==> src/rtl/elig_order_pkg.sv <==
`timescale 1ns/1ps
package elig_order_pkg;
  typedef enum logic [1:0] {
    OP_ENQ    = 2'b00,
    OP_DEQ    = 2'b01,
    OP_DEQ_ID = 2'b10,
    OP_NOP    = 2'b11
  } op_e;

  typedef enum logic [1:0] {
    PH_IDLE   = 2'b00,
    PH_MATCH  = 2'b01,
    PH_PICK   = 2'b10,
    PH_COMMIT = 2'b11
  } phase_e;
endpackage

==> src/rtl/eol_cmp_bank.sv <==
`timescale 1ns/1ps
module eol_cmp_bank #(
  parameter int N      = 8,
  parameter int FLOW_W = 8,
  parameter int KEY_W  = 16,
  localparam int CW    = $clog2(N + 1)
) (
  input  logic [N-1:0][FLOW_W-1:0] ent_flow,
  input  logic [N-1:0][KEY_W-1:0]  ent_rank,
  input  logic [N-1:0][KEY_W-1:0]  ent_elig,
  input  logic [CW-1:0]            ent_cnt,
  input  logic [FLOW_W-1:0]        key_flow,
  input  logic [KEY_W-1:0]         key_rank,
  input  logic [KEY_W-1:0]         now,
  output logic [N-1:0]             elig_m,
  output logic [N-1:0]             id_m,
  output logic [N-1:0]             gt_m
);
  // one comparator set per slot, all evaluated in parallel
  for (genvar i = 0; i < N; i++) begin : g_slot
    logic live;
    assign live      = CW'(i) < ent_cnt;
    assign elig_m[i] = live && (ent_elig[i] <= now);
    assign id_m[i]   = live && (ent_flow[i] == key_flow);
    assign gt_m[i]   = live && (ent_rank[i] > key_rank);
  end
endmodule

==> src/rtl/eol_first_one.sv <==
`timescale 1ns/1ps
module eol_first_one #(
  parameter int W   = 8,
  localparam int IW = (W > 1) ? $clog2(W) : 1
) (
  input  logic [W-1:0]  vec,
  output logic [IW-1:0] idx,
  output logic          found
);
  // lowest set bit wins: head of the list has priority
  always_comb begin
    idx   = '0;
    found = 1'b0;
    for (int i = W - 1; i >= 0; i--) begin
      if (vec[i]) begin
        idx   = IW'(i);
        found = 1'b1;
      end
    end
  end
endmodule

==> src/rtl/eol_store.sv <==
`timescale 1ns/1ps
module eol_store #(
  parameter int N      = 8,
  parameter int FLOW_W = 8,
  parameter int KEY_W  = 16,
  localparam int CW    = $clog2(N + 1),
  localparam int IW    = (N > 1) ? $clog2(N) : 1
) (
  input  logic                     clk,
  input  logic                     rst_n,
  input  logic                     ins_en,
  input  logic                     rem_en,
  input  logic [IW-1:0]            pos,
  input  logic [FLOW_W-1:0]        new_flow,
  input  logic [KEY_W-1:0]         new_rank,
  input  logic [KEY_W-1:0]         new_elig,
  output logic [N-1:0][FLOW_W-1:0] ent_flow,
  output logic [N-1:0][KEY_W-1:0]  ent_rank,
  output logic [N-1:0][KEY_W-1:0]  ent_elig,
  output logic [CW-1:0]            ent_cnt
);
  logic [N-1:0][FLOW_W-1:0] nxt_flow;
  logic [N-1:0][KEY_W-1:0]  nxt_rank;
  logic [N-1:0][KEY_W-1:0]  nxt_elig;
  logic [CW-1:0]            nxt_cnt;
  logic                     upd_en;

  assign upd_en = ins_en || rem_en;

  always_comb begin
    nxt_flow = ent_flow;
    nxt_rank = ent_rank;
    nxt_elig = ent_elig;
    nxt_cnt  = ent_cnt;
    if (ins_en) begin
      // open a hole at pos by moving the tail one slot down
      for (int i = 1; i < N; i++) begin
        if (IW'(i) > pos) begin
          nxt_flow[i] = ent_flow[i-1];
          nxt_rank[i] = ent_rank[i-1];
          nxt_elig[i] = ent_elig[i-1];
        end
      end
      nxt_flow[pos] = new_flow;
      nxt_rank[pos] = new_rank;
      nxt_elig[pos] = new_elig;
      nxt_cnt       = ent_cnt + 1'b1;
    end else if (rem_en) begin
      // close the gap at pos by moving the tail one slot up
      for (int i = 0; i < N - 1; i++) begin
        if (IW'(i) >= pos) begin
          nxt_flow[i] = ent_flow[i+1];
          nxt_rank[i] = ent_rank[i+1];
          nxt_elig[i] = ent_elig[i+1];
        end
      end
      nxt_cnt = ent_cnt - 1'b1;
    end
  end

  always_ff @(posedge clk or negedge rst_n) begin
    if (!rst_n) begin
      ent_cnt <= '0;
    end else if (upd_en) begin
      ent_cnt <= nxt_cnt;
    end
  end

  always_ff @(posedge clk) begin
    if (upd_en) begin
      ent_flow <= nxt_flow;
      ent_rank <= nxt_rank;
      ent_elig <= nxt_elig;
    end
  end
endmodule

==> src/rtl/elig_order_list.sv <==
`timescale 1ns/1ps
module elig_order_list
  import elig_order_pkg::*;
#(
  parameter int N      = 8,
  parameter int FLOW_W = 8,
  parameter int KEY_W  = 16,
  localparam int CW    = $clog2(N + 1),
  localparam int IW    = (N > 1) ? $clog2(N) : 1
) (
  input  logic              clk,
  input  logic              rst_n,
  input  logic              cmd_valid,
  output logic              cmd_ready,
  input  logic [1:0]        cmd_op,
  input  logic [FLOW_W-1:0] cmd_flow,
  input  logic [KEY_W-1:0]  cmd_rank,
  input  logic [KEY_W-1:0]  cmd_elig,
  input  logic [KEY_W-1:0]  cur_time,
  output logic              rsp_valid,
  output logic [FLOW_W-1:0] rsp_flow,
  output logic [KEY_W-1:0]  rsp_rank,
  output logic [KEY_W-1:0]  rsp_elig,
  output logic              rsp_miss,
  output logic              rsp_ovf
);
  // reset: asserted asynchronously, released on the clock
  logic [1:0] rst_pipe;
  logic       rst_int_n;

  always_ff @(posedge clk or negedge rst_n) begin
    if (!rst_n) rst_pipe <= 2'b00;
    else        rst_pipe <= {rst_pipe[0], 1'b1};
  end
  assign rst_int_n = rst_pipe[1];

  phase_e ph_q, ph_d;
  logic   accept;

  assign cmd_ready = (ph_q == PH_IDLE);
  assign accept    = cmd_valid && cmd_ready;

  always_comb begin
    ph_d = ph_q;
    unique case (ph_q)
      PH_IDLE:   if (accept) ph_d = PH_MATCH;
      PH_MATCH:  ph_d = PH_PICK;
      PH_PICK:   ph_d = PH_COMMIT;
      PH_COMMIT: ph_d = PH_IDLE;
    endcase
  end

  // captured command
  op_e               op_q;
  logic [FLOW_W-1:0] kflow_q;
  logic [KEY_W-1:0]  krank_q, kelig_q, now_q;

  // list state
  logic [N-1:0][FLOW_W-1:0] st_flow;
  logic [N-1:0][KEY_W-1:0]  st_rank, st_elig;
  logic [CW-1:0]            st_cnt;

  // match stage
  logic [N-1:0] elig_m, id_m, gt_m;
  logic [N-1:0] elig_m_q, id_m_q, gt_m_q;

  eol_cmp_bank #(.N(N), .FLOW_W(FLOW_W), .KEY_W(KEY_W)) cmp_i (
    .ent_flow (st_flow),
    .ent_rank (st_rank),
    .ent_elig (st_elig),
    .ent_cnt  (st_cnt),
    .key_flow (kflow_q),
    .key_rank (krank_q),
    .now      (now_q),
    .elig_m   (elig_m),
    .id_m     (id_m),
    .gt_m     (gt_m)
  );

  // pick stage
  logic [N-1:0]  sel_m;
  logic [IW-1:0] first_idx, pick_idx_d, pick_idx_q;
  logic          first_hit, pick_hit_q;

  always_comb begin
    unique case (op_q)
      OP_DEQ:    sel_m = elig_m_q;
      OP_DEQ_ID: sel_m = id_m_q;
      default:   sel_m = gt_m_q;
    endcase
  end

  eol_first_one #(.W(N)) first_i (
    .vec   (sel_m),
    .idx   (first_idx),
    .found (first_hit)
  );

  // enqueue with no larger rank stored goes to the tail
  assign pick_idx_d = (op_q == OP_ENQ && !first_hit) ? IW'(st_cnt) : first_idx;

  // commit stage
  logic is_commit, full, is_rem_op, ins_en, rem_en;

  assign is_commit = (ph_q == PH_COMMIT);
  assign full      = (st_cnt == CW'(N));
  assign is_rem_op = (op_q == OP_DEQ) || (op_q == OP_DEQ_ID);
  assign ins_en    = is_commit && (op_q == OP_ENQ) && !full;
  assign rem_en    = is_commit && is_rem_op && pick_hit_q;

  eol_store #(.N(N), .FLOW_W(FLOW_W), .KEY_W(KEY_W)) store_i (
    .clk      (clk),
    .rst_n    (rst_int_n),
    .ins_en   (ins_en),
    .rem_en   (rem_en),
    .pos      (pick_idx_q),
    .new_flow (kflow_q),
    .new_rank (krank_q),
    .new_elig (kelig_q),
    .ent_flow (st_flow),
    .ent_rank (st_rank),
    .ent_elig (st_elig),
    .ent_cnt  (st_cnt)
  );

  // control registers
  always_ff @(posedge clk or negedge rst_int_n) begin
    if (!rst_int_n) begin
      ph_q      <= PH_IDLE;
      rsp_valid <= 1'b0;
    end else begin
      ph_q      <= ph_d;
      rsp_valid <= is_commit;
    end
  end

  // datapath registers, each with its own enable
  always_ff @(posedge clk) begin
    if (accept) begin
      op_q    <= op_e'(cmd_op);
      kflow_q <= cmd_flow;
      krank_q <= cmd_rank;
      kelig_q <= cmd_elig;
      now_q   <= cur_time;
    end
    if (ph_q == PH_MATCH) begin
      elig_m_q <= elig_m;
      id_m_q   <= id_m;
      gt_m_q   <= gt_m;
    end
    if (ph_q == PH_PICK) begin
      pick_idx_q <= pick_idx_d;
      pick_hit_q <= first_hit;
    end
    if (is_commit) begin
      rsp_miss <= (is_rem_op && !pick_hit_q) || (op_q == OP_NOP);
      rsp_ovf  <= (op_q == OP_ENQ) && full;
      if (op_q == OP_ENQ) begin
        rsp_flow <= kflow_q;
        rsp_rank <= krank_q;
        rsp_elig <= kelig_q;
      end else begin
        rsp_flow <= st_flow[pick_idx_q];
        rsp_rank <= st_rank[pick_idx_q];
        rsp_elig <= st_elig[pick_idx_q];
      end
    end
  end
endmodule

==> config.mk <==
export PLATFORM = sky130hd
export DESIGN_NAME = elig_order_list
export DESIGN_NICKNAME = d
export VERILOG_FILES = /design/src/rtl/elig_order_pkg.sv /design/src/rtl/eol_cmp_bank.sv /design/src/rtl/eol_first_one.sv /design/src/rtl/eol_store.sv /design/src/rtl/elig_order_list.sv
export SDC_FILE = /design/constraint.sdc
export NUM_CORES = 1
export LEC_CHECK = 0
export CELL_PAD_IN_SITES_DETAIL_PLACEMENT = 0
export CELL_PAD_IN_SITES_GLOBAL_PLACEMENT = 1
export CORE_UTILIZATION = 40
export DETAILED_ROUTE_END_ITERATION = 8
export DONT_BUFFER_PORTS = 1
export GPL_TIMING_DRIVEN = 1
export HOLD_SLACK_MARGIN = 0.05
export PLACE_DENSITY_LB_ADDON = 0.1
export RECOVER_POWER = 25
export SYNTH_ARGS = -nofsm -noshare
export SYNTH_HDL_FRONTEND = slang
export SYNTH_SLANG_ARGS = --single-unit
==> constraint.sdc <==
create_clock -name clk -period 1.2 [get_ports clk]
set_input_delay 0.06 -clock clk [delete_from_list [all_inputs] [get_ports clk]]
set_output_delay 0.06 -clock clk [all_outputs]
set_load 0.1 [all_outputs]
==> run_results.csv, run 1 <==
group,metric,value,unit
critical_path,path_class,"reg -> reg",
clocking,insertion_delay,0.65,ns
layout,fin_area,47900,um2
detailed_routing,drt.antenna.violating_nets,0,
place,post-place-ws,-1.215,ns
layout,drive_gt1_share,45.13,%
clocking,cts_root_buf,"clkbuf_16",
clocking,cts.clk_slew.worst_paths,0.06,ns
logic_synthesis,synthArstFlopShare,1.969,%
logic_synthesis,synth_edf_count,448,
place,gp_congestion,0.9688,
critical_path,crit_path_end_kind,"flip-flop",
sta,rsz0062_at_grt,"yes",
place,postPlaceCellArea,37330,um2
logic_synthesis,synth.mux.area_fraction,5.307,%
critical_path,cp_slowest_cell,"edfxtp_1",
floorplan,core,73450,um2
critical_path,critical_path_arrival,2.54,ns
sta,fin_crit,2.207,ns
min_path,hold_class,"in -> reg",
sta,worst_slew_pin_slew,0.7251,ns
critical_path,reg2reg_depth,9,
sta,slew_headroom,51.66,%
layout,mostFrequentLayoutCell,"buf_4",
critical_path,r2r_slack,-1.01,ns
global_routing,grt_pass1_vias,29796,
floorplan,die_w,275.2,um
place,dp_hpwl,90250,um
floorplan,io_pins,105,
logic_synthesis,syn_area,29850,um2
sta,post-route-period-util,183.9,%
pwr,ir_worst_vdd,0.001810,V
logic_synthesis,synth_ff_type,"edfxtp_1",
detailed_routing,drtIter0Drc,3868,
logic_synthesis,synth_fa_ha_area_share,11.19,%
logic_synthesis,synth_compound_area_share,17.27,%
detailed_routing,routedWlPerCell,30.34,um
run_status,violations,"design-rule violations, negative setup slack",
sta,fin_hold_ws,0.06009,ns
global_routing,antenna_found_initial,2,
critical_path,cp_max_fo,9,
logic_synthesis,syn-num-nets,3209,
pwr,powerDensity,2318,nW/um2
logic_synthesis,ys_seq_area_share,45.83,%
logic_synthesis,synth_seq_cells,457,
sta,hold_violations,0,
critical_path,start_kind,"flip-flop",
logic_synthesis,synth_xor_area_share,1.966,%
detailed_routing,via_per_inst,6.260,
min_path,hold_depth,1,
clocking,clk_path_buf_depth,3,
sta,slew_viol_final,0,
sta,fin_worst_skew,0.02691,ns
layout,final_cell_mix,"buf_4, edfxtp_1, nor2_1, nand2_1, ha_1",
clocking,tritoncts,"yes",
detailed_routing,drc,10,
pwr,p_leak,19.53,nW
clocking,clkSinkCount,457,
logic_synthesis,synthCells,2881,
critical_path,crit_chain,"inv_2 -> ha_4 -> and3_4 -> nor2_4 -> buf_12 -> buf_6 -> nor2_4 -> buf_12 -> clkbuf_16",
critical_path,max_stage_delay,0.40,ns
sta,timing.fmax,0.4532,GHz
floorplan,die_area,75720,um2
sta,fin_ws,-1.007,ns
global_routing,grt_max_degree,75,
clocking,cts_max_level,2,
detailed_routing,dr.pass1.iters,8,
run_status,status,"finished, violations left",
global_routing,grt_pass1_wl,201900,um
run,maxCapViolations,0,
detailed_routing,postRouteWirelength,148700,um
sta,setup-tns-final,-622.81,ns
logic_synthesis,synth_cell_type_count,67,
logic_synthesis,syn_area_per_cell,10.36,um2
logic_synthesis,synth_top_family_by_area,"compound AO/OA/AOI/OAI gates",
global_routing,track_usage,36.72,%
layout,fillers,5548,
place,numPortBuffers,0,
clocking,cts_buffers,57,
floorplan,start_util,40.63,%
logic_synthesis,yosys_warnings,0,
global_routing,grt_overflow,0,
detailed_routing,vias,30687,
critical_path,cp.required,1.53,ns
floorplan,rows,99,
floorplan,fp.dieH,275.2,um
layout,layout.nets,4222,
layout,syn_to_final_growth,60.47,%
logic_synthesis,synthSimpleGateAreaFrac,13.67,%
sta,setup_viol,884,
-- layer usage --
layer / part of all wire [%] / GRT usage (%) / vias to the layer above
li1: - / - / 13089
met1: 38 / 48.34 / 14955
met2: 44 / 58.09 / 2094
met3: 11 / 6.066 / 545
met4: 6.9 / 18.92 / 4
met5: 0.022 / 0 / -
-- synthesized netlist by cell type, types with 6 or more instances --
master | number | area [um2]
xor2_1 | 25 | 219.0
nor4_1 | 9 | 56.30
dfrtp_1 | 9 | 225.2
nor2_1 | 312 | 1171
o21ai_0 | 146 | 730.7
mux2_2 | 85 | 957.2
nand3_1 | 46 | 230.2
o22ai_1 | 10 | 62.56
a21oi_1 | 206 | 1031
nor3b_1 | 40 | 300.3
clkbuf_1 | 99 | 371.6
nand2b_1 | 20 | 125.1
nand2_1 | 227 | 852.1
nand4_1 | 70 | 437.9
buf_6 | 13 | 146.4
mux2i_1 | 51 | 510.5
a211oi_1 | 22 | 165.2
buf_1 | 9 | 33.78
o31ai_1 | 43 | 322.8
o31a_1 | 6 | 52.55
buf_4 | 11 | 82.58
and3_1 | 41 | 256.5
a22oi_1 | 68 | 510.5
a21o_1 | 42 | 315.3
o21a_1 | 15 | 112.6
a22o_1 | 7 | 61.31
mux2_1 | 7 | 78.83
inv_1 | 66 | 247.7
a221oi_1 | 166 | 1454
nor3_1 | 49 | 245.2
xnor2_1 | 42 | 367.9
ha_1 | 267 | 3341
buf_2 | 103 | 515.5
edfxtp_1 | 448 | 13450
o221ai_1 | 10 | 87.58
nor2b_1 | 36 | 225.2
-- metrics by stage --
step                util, %  std cells  power, mW
global placement      50.82       4427      74.68
finish                65.21       4902      111.0
CTS                   61.94       4820      103.7
global route          65.20       4901      114.1
floorplan                 -       2881      51.06
detailed placement    50.82       4427      75.21
-- kinds of logic after synthesis --
family	count (synthesis)
XOR/XNOR	67
multiplexers	145
AO/OA/AOI/OAI	767
adder cells (fa/ha/maj)	267
AND/OR/NAND/NOR	871
other	1
buffers and inverters	306
flip-flops	457
-- worst max-delay path: cells and delay by family (launching register included) --
family / cells / cell delay (ns)
DFF: 1 / 0.40
and+or+nand+nor: 3 / 0.43
adders and majority gates: 1 / 0.32
buffers and inverters: 5 / 0.72
-- final timing paths --
check,from,end
worst max-delay path,op_q[0]$_DFFE_PP_,store_i.ent_elig[106]$_DFFE_PP_
min in group asynchronous,rst_n,rst_pipe[0]$_DFF_PN0_
max in group asynchronous,rst_pipe[1]$_DFF_PN0_,store_i.ent_cnt[0]$_DFFE_PN0N_
worst max register to register,op_q[0]$_DFFE_PP_,store_i.ent_elig[106]$_DFFE_PP_
worst min-delay path,cur_time[14],now_q[14]$_DFFE_PP_
worst min register to register,rst_pipe[1]$_DFF_PN0_,store_i.ent_cnt[2]$_DFFE_PN0N_
-- where the power goes --
group	internal, mW	leakage (nW)	switching [mW]	total, mW
clock network	10.6	0.935	7.42	18.0
logic	29.3	14.4	38.1	67.3
registers	23.0	4.21	2.68	25.7
-- layout make-up --
| type | instances | area (um2) | share of cell area, % |
|---|---|---|---|
| Timing Repair Buffer | 1188 | 12820 | 26.76 |
| Clock buffer | 78 | 1608 | 3.357 |
| Antenna cell | 1 | 2.502 | 0.005225 |
| Tap cell | 959 | 1200 | 2.505 |
| Inverter | 70 | 304.0 | 0.6348 |
| Multi-Input combinational cell | 2120 | 18000 | 37.59 |
| Sequential cell | 457 | 13680 | 28.56 |
| Clock inverter | 29 | 285.3 | 0.5956 |
-- registers in the layout, summed over array words and instances (netlist names), 8 cells and up --
signal,count
rsp_flow,8
kflow_q,8
krank_q,16
rsp_elig,16
store_i.ent_rank,128
store_i.ent_flow,64
store_i.ent_elig,128
elig_m_q,8
gt_m_q,8
now_q,16
rsp_rank,16
id_m_q,8
kelig_q,16
-- what timing repair did --
item / CTS / global route
endpoints found under the hold margin: 120 / 0
gates resized for setup: 569 / 340
hold buffers: 108 / 0
setup endpoints to repair: 884 / 889
pin swaps: 182 / 124
gates cloned: 53 / 32
buffers inserted: 137 / 75
Note: power is estimated with default switching activity, not from simulation.
==> run 2: changes to the inputs <==
--- a/config.mk
+++ b/config.mk
@@ -12,6 +12,7 @@
 export DONT_BUFFER_PORTS = 1
 export GPL_TIMING_DRIVEN = 1
 export HOLD_SLACK_MARGIN = 0.05
+export MAX_ROUTING_LAYER = met4
 export PLACE_DENSITY_LB_ADDON = 0.1
 export RECOVER_POWER = 25
 export SYNTH_ARGS = -nofsm -noshare
==> run 2 against run 1 <==
Effect of this change: the run still ends with design-rule violations, negative setup slack left; first-iteration DRC count decreased by 7.0%; register-to-register slack about the same; routed wire length decreased by 2.4%; count of clock-buffer cells in the layout unchanged; sequential power about the same; maximum frequency increased by 0.43%; critical path type unchanged; largest power group unchanged.
==> run_results.csv, run 2 (synthesis gave the netlist of run 1 again) <==
group,metric,value,unit
clocking,cts.clk_slew.worst_paths,0.07,ns
global_routing,track_usage,36.72,%
floorplan,core,73450,um2
critical_path,cp_max_fo,4,
critical_path,crit_chain,"clkinvlp_4 -> buf_4 -> ha_4 -> nand4_1 -> buf_4 -> nor2b_4 -> a211oi_4 -> buf_4 -> o21ai_2 -> a21oi_2",
layout,layout.nets,4253,
global_routing,met1_usage,48.61,%
sta,fin_crit,2.197,ns
layout,reg_top3,"store_i.ent_elig: 128 flops, store_i.ent_rank: 128 flops, store_i.ent_flow: 64 flops",
place,numPortBuffers,0,
clocking,cts_buffers,57,
clocking,clkSinkCount,457,
min_path,min-delay-start,"cur_time[14]",
global_routing,gr-max-usage-layer,"met2",
pwr,powerDensity,2285,nW/um2
detailed_routing,dr.pass1.iters,7,
global_routing,grt_overflow,0,
clocking,cts_max_level,2,
sta,setup_viol,889,
sta,setup-tns-final,-660.72,ns
sta,hold_violations,0,
detailed_routing,drc,5,
clocking,insertion_delay,0.64,ns
floorplan,fp.dieH,275.2,um
sta,fin_worst_skew,0.01315,ns
global_routing,gr-usage-met3,5.237,%
min_path,hold_depth,1,
layout,fillers,5591,
critical_path,critPathBufInv,4,
sta,fin_ws,-0.9972,ns
critical_path,worstSetupPathDepth,10,
critical_path,cp_slowest_cell,"edfxtp_1",
detailed_routing,drtIter0Drc,3598,
critical_path,crit_path_end_kind,"flip-flop",
critical_path,r2r-end,"elig_m_q[2]$_DFFE_PN_",
layout,fin_cells,4933,
critical_path,max_stage_delay,0.37,ns
detailed_routing,postRouteWirelength,145200,um
layout,syn_to_final_growth,62.56,%
detailed_routing,routedWlPerCell,29.43,um
floorplan,io_pins,105,
critical_path,critical-path-top-delay-family,"buffers and inverters",
critical_path,r2r_slack,-1.0,ns
min_path,hold_class,"in -> reg",
global_routing,met2_usage,56.75,%
floorplan,rows,99,
run_status,status,"finished, violations left",
critical_path,start_kind,"flip-flop",
critical_path,reg2reg_depth,10,
layout,mostFrequentLayoutCell,"buf_4",
sta,worst_slew_pin_slew,0.8150,ns
floorplan,die_w,275.2,um
place,dp_hpwl,91580,um
floorplan,die_area,75720,um2
detailed_routing,drt.antenna.violating_nets,0,
min_path,hold_end,"now_q[14]$_DFFE_PP_",
pwr,p_leak,19.82,nW
detailed_routing,vias,30538,
critical_path,crit_top_cell,"buf_4",
sta,timing.fmax,0.4551,GHz
clocking,tritoncts,"yes",
critical_path,cp.required,1.59,ns
critical_path,reg2reg_from,"now_q[12]$_DFFE_PP_",
sta,post-route-period-util,183.1,%
pwr,ir_worst_vdd,0.001542,V
place,dp_cells,4463,
run_status,violations,"design-rule violations, negative setup slack",
detailed_routing,via_per_inst,6.191,
clocking,cts_root_buf,"clkbuf_16",
critical_path,path_class,"reg -> reg",
floorplan,start_util,40.63,%
layout,drive_gt1_share,47.15,%
layout,final_cell_mix,"buf_4, edfxtp_1, ha_1, nor2_1, nand2_1",
run,maxCapViolations,0,
global_routing,grt_pass1_wl,197700,um
global_routing,grt_pass1_vias,29329,
sta,slew_viol_final,0,
layout,regArea,13680,um2
layout,multi_input_area,18600,um2
global_routing,grt_max_degree,67,
critical_path,critical_path_arrival,2.59,ns
sta,rsz0062_at_grt,"yes",
global_routing,antenna_found_initial,4,
sta,slew_headroom,45.16,%
clocking,clk_path_buf_depth,3,
place,gp_congestion,0.9818,
-- run 2: where the power goes --
| part | switching (mW) | internal (mW) |
|---|---|---|
| Sequential | 2.70 | 23.0 |
| Combinational | 38.6 | 29.5 |
| Clock | 7.43 | 9.64 |
-- run 2: metal layers --
metal / share of wire (%) / wire [um] / vias up
li1: - / - / 13148
met1: 41 / 59440 / 15115
met2: 45 / 64910 / 1827
met3: 9.1 / 13220 / 448
met4: 5.2 / 7593 / 0
met5: 0 / 0 / -
-- run 2: worst max path at each step --
stage | startpoint | end | slack, ns
2_1_floorplan | ph_q[0]$_DFFE_PN0P_ | store_i.ent_elig[0]$_DFFE_PP_ | -1.56
3_3_place_gp | now_q[12]$_DFFE_PP_ | elig_m_q[2]$_DFFE_PN_ | -1.30
3_5_place_dp | now_q[9]$_DFFE_PP_ | elig_m_q[2]$_DFFE_PN_ | -1.30
4_1_cts | now_q[12]$_DFFE_PP_ | elig_m_q[4]$_DFFE_PN_ | -0.91
5_1_grt | pick_idx_q[1]$_DFFE_PP_ | rsp_flow[4]$_DFFE_PP_ | -1.02
6_report | now_q[12]$_DFFE_PP_ | elig_m_q[2]$_DFFE_PN_ | -1.0
-- run 2: metrics by stage --
stage	worst slack (ns)	instance area, um2	hold WS (ns)	total power, mW	utilization, %
6_report	-0.9972	48520	0.07191	110.9	66.06
3_5_place_dp	-1.295	37750	-0.2356	76.03	51.39
4_1_cts	-0.9135	44760	0.05293	102.1	60.93
3_3_place_gp	-1.304	37750	-0.2355	75.47	51.39
2_1_floorplan	-1.564	30160	-0.2356	51.06	-
5_1_grt	-1.023	48520	0.08102	114.1	66.06
-- run 2: repair_timing --
item | CTS | global route
hold buffers | 112 | 0
endpoints found under the hold margin | 120 | 0
setup buffers | 112 | 97
cloned | 31 | 34
resized for setup | 520 | 527
endpoints found under the setup margin | 889 | 889
pin swaps | 164 | 166
-- run 2: area by class of cell --
cell class / instances / share of cell area [%]
flip-flops and latches: 457 / 28.19
inverters: 70 / 0.5905
clock inverters: 26 / 0.3559
diodes: 4 / 0.02063
clock buffers: 78 / 3.293
multi-input cells: 2119 / 38.34
repair buffers: 1220 / 26.74
well taps: 959 / 2.473
-- run 2: worst register-to-register path, stage by stage, from the launching register on --
cell,delay (ns)
edfxtp_1,0.37
clkinvlp_4,0.15
buf_4,0.18
ha_4,0.25
nand4_1,0.23
buf_4,0.23
nor2b_4,0.12
a211oi_4,0.07
buf_4,0.16
o21ai_2,0.14
a21oi_2,0.05
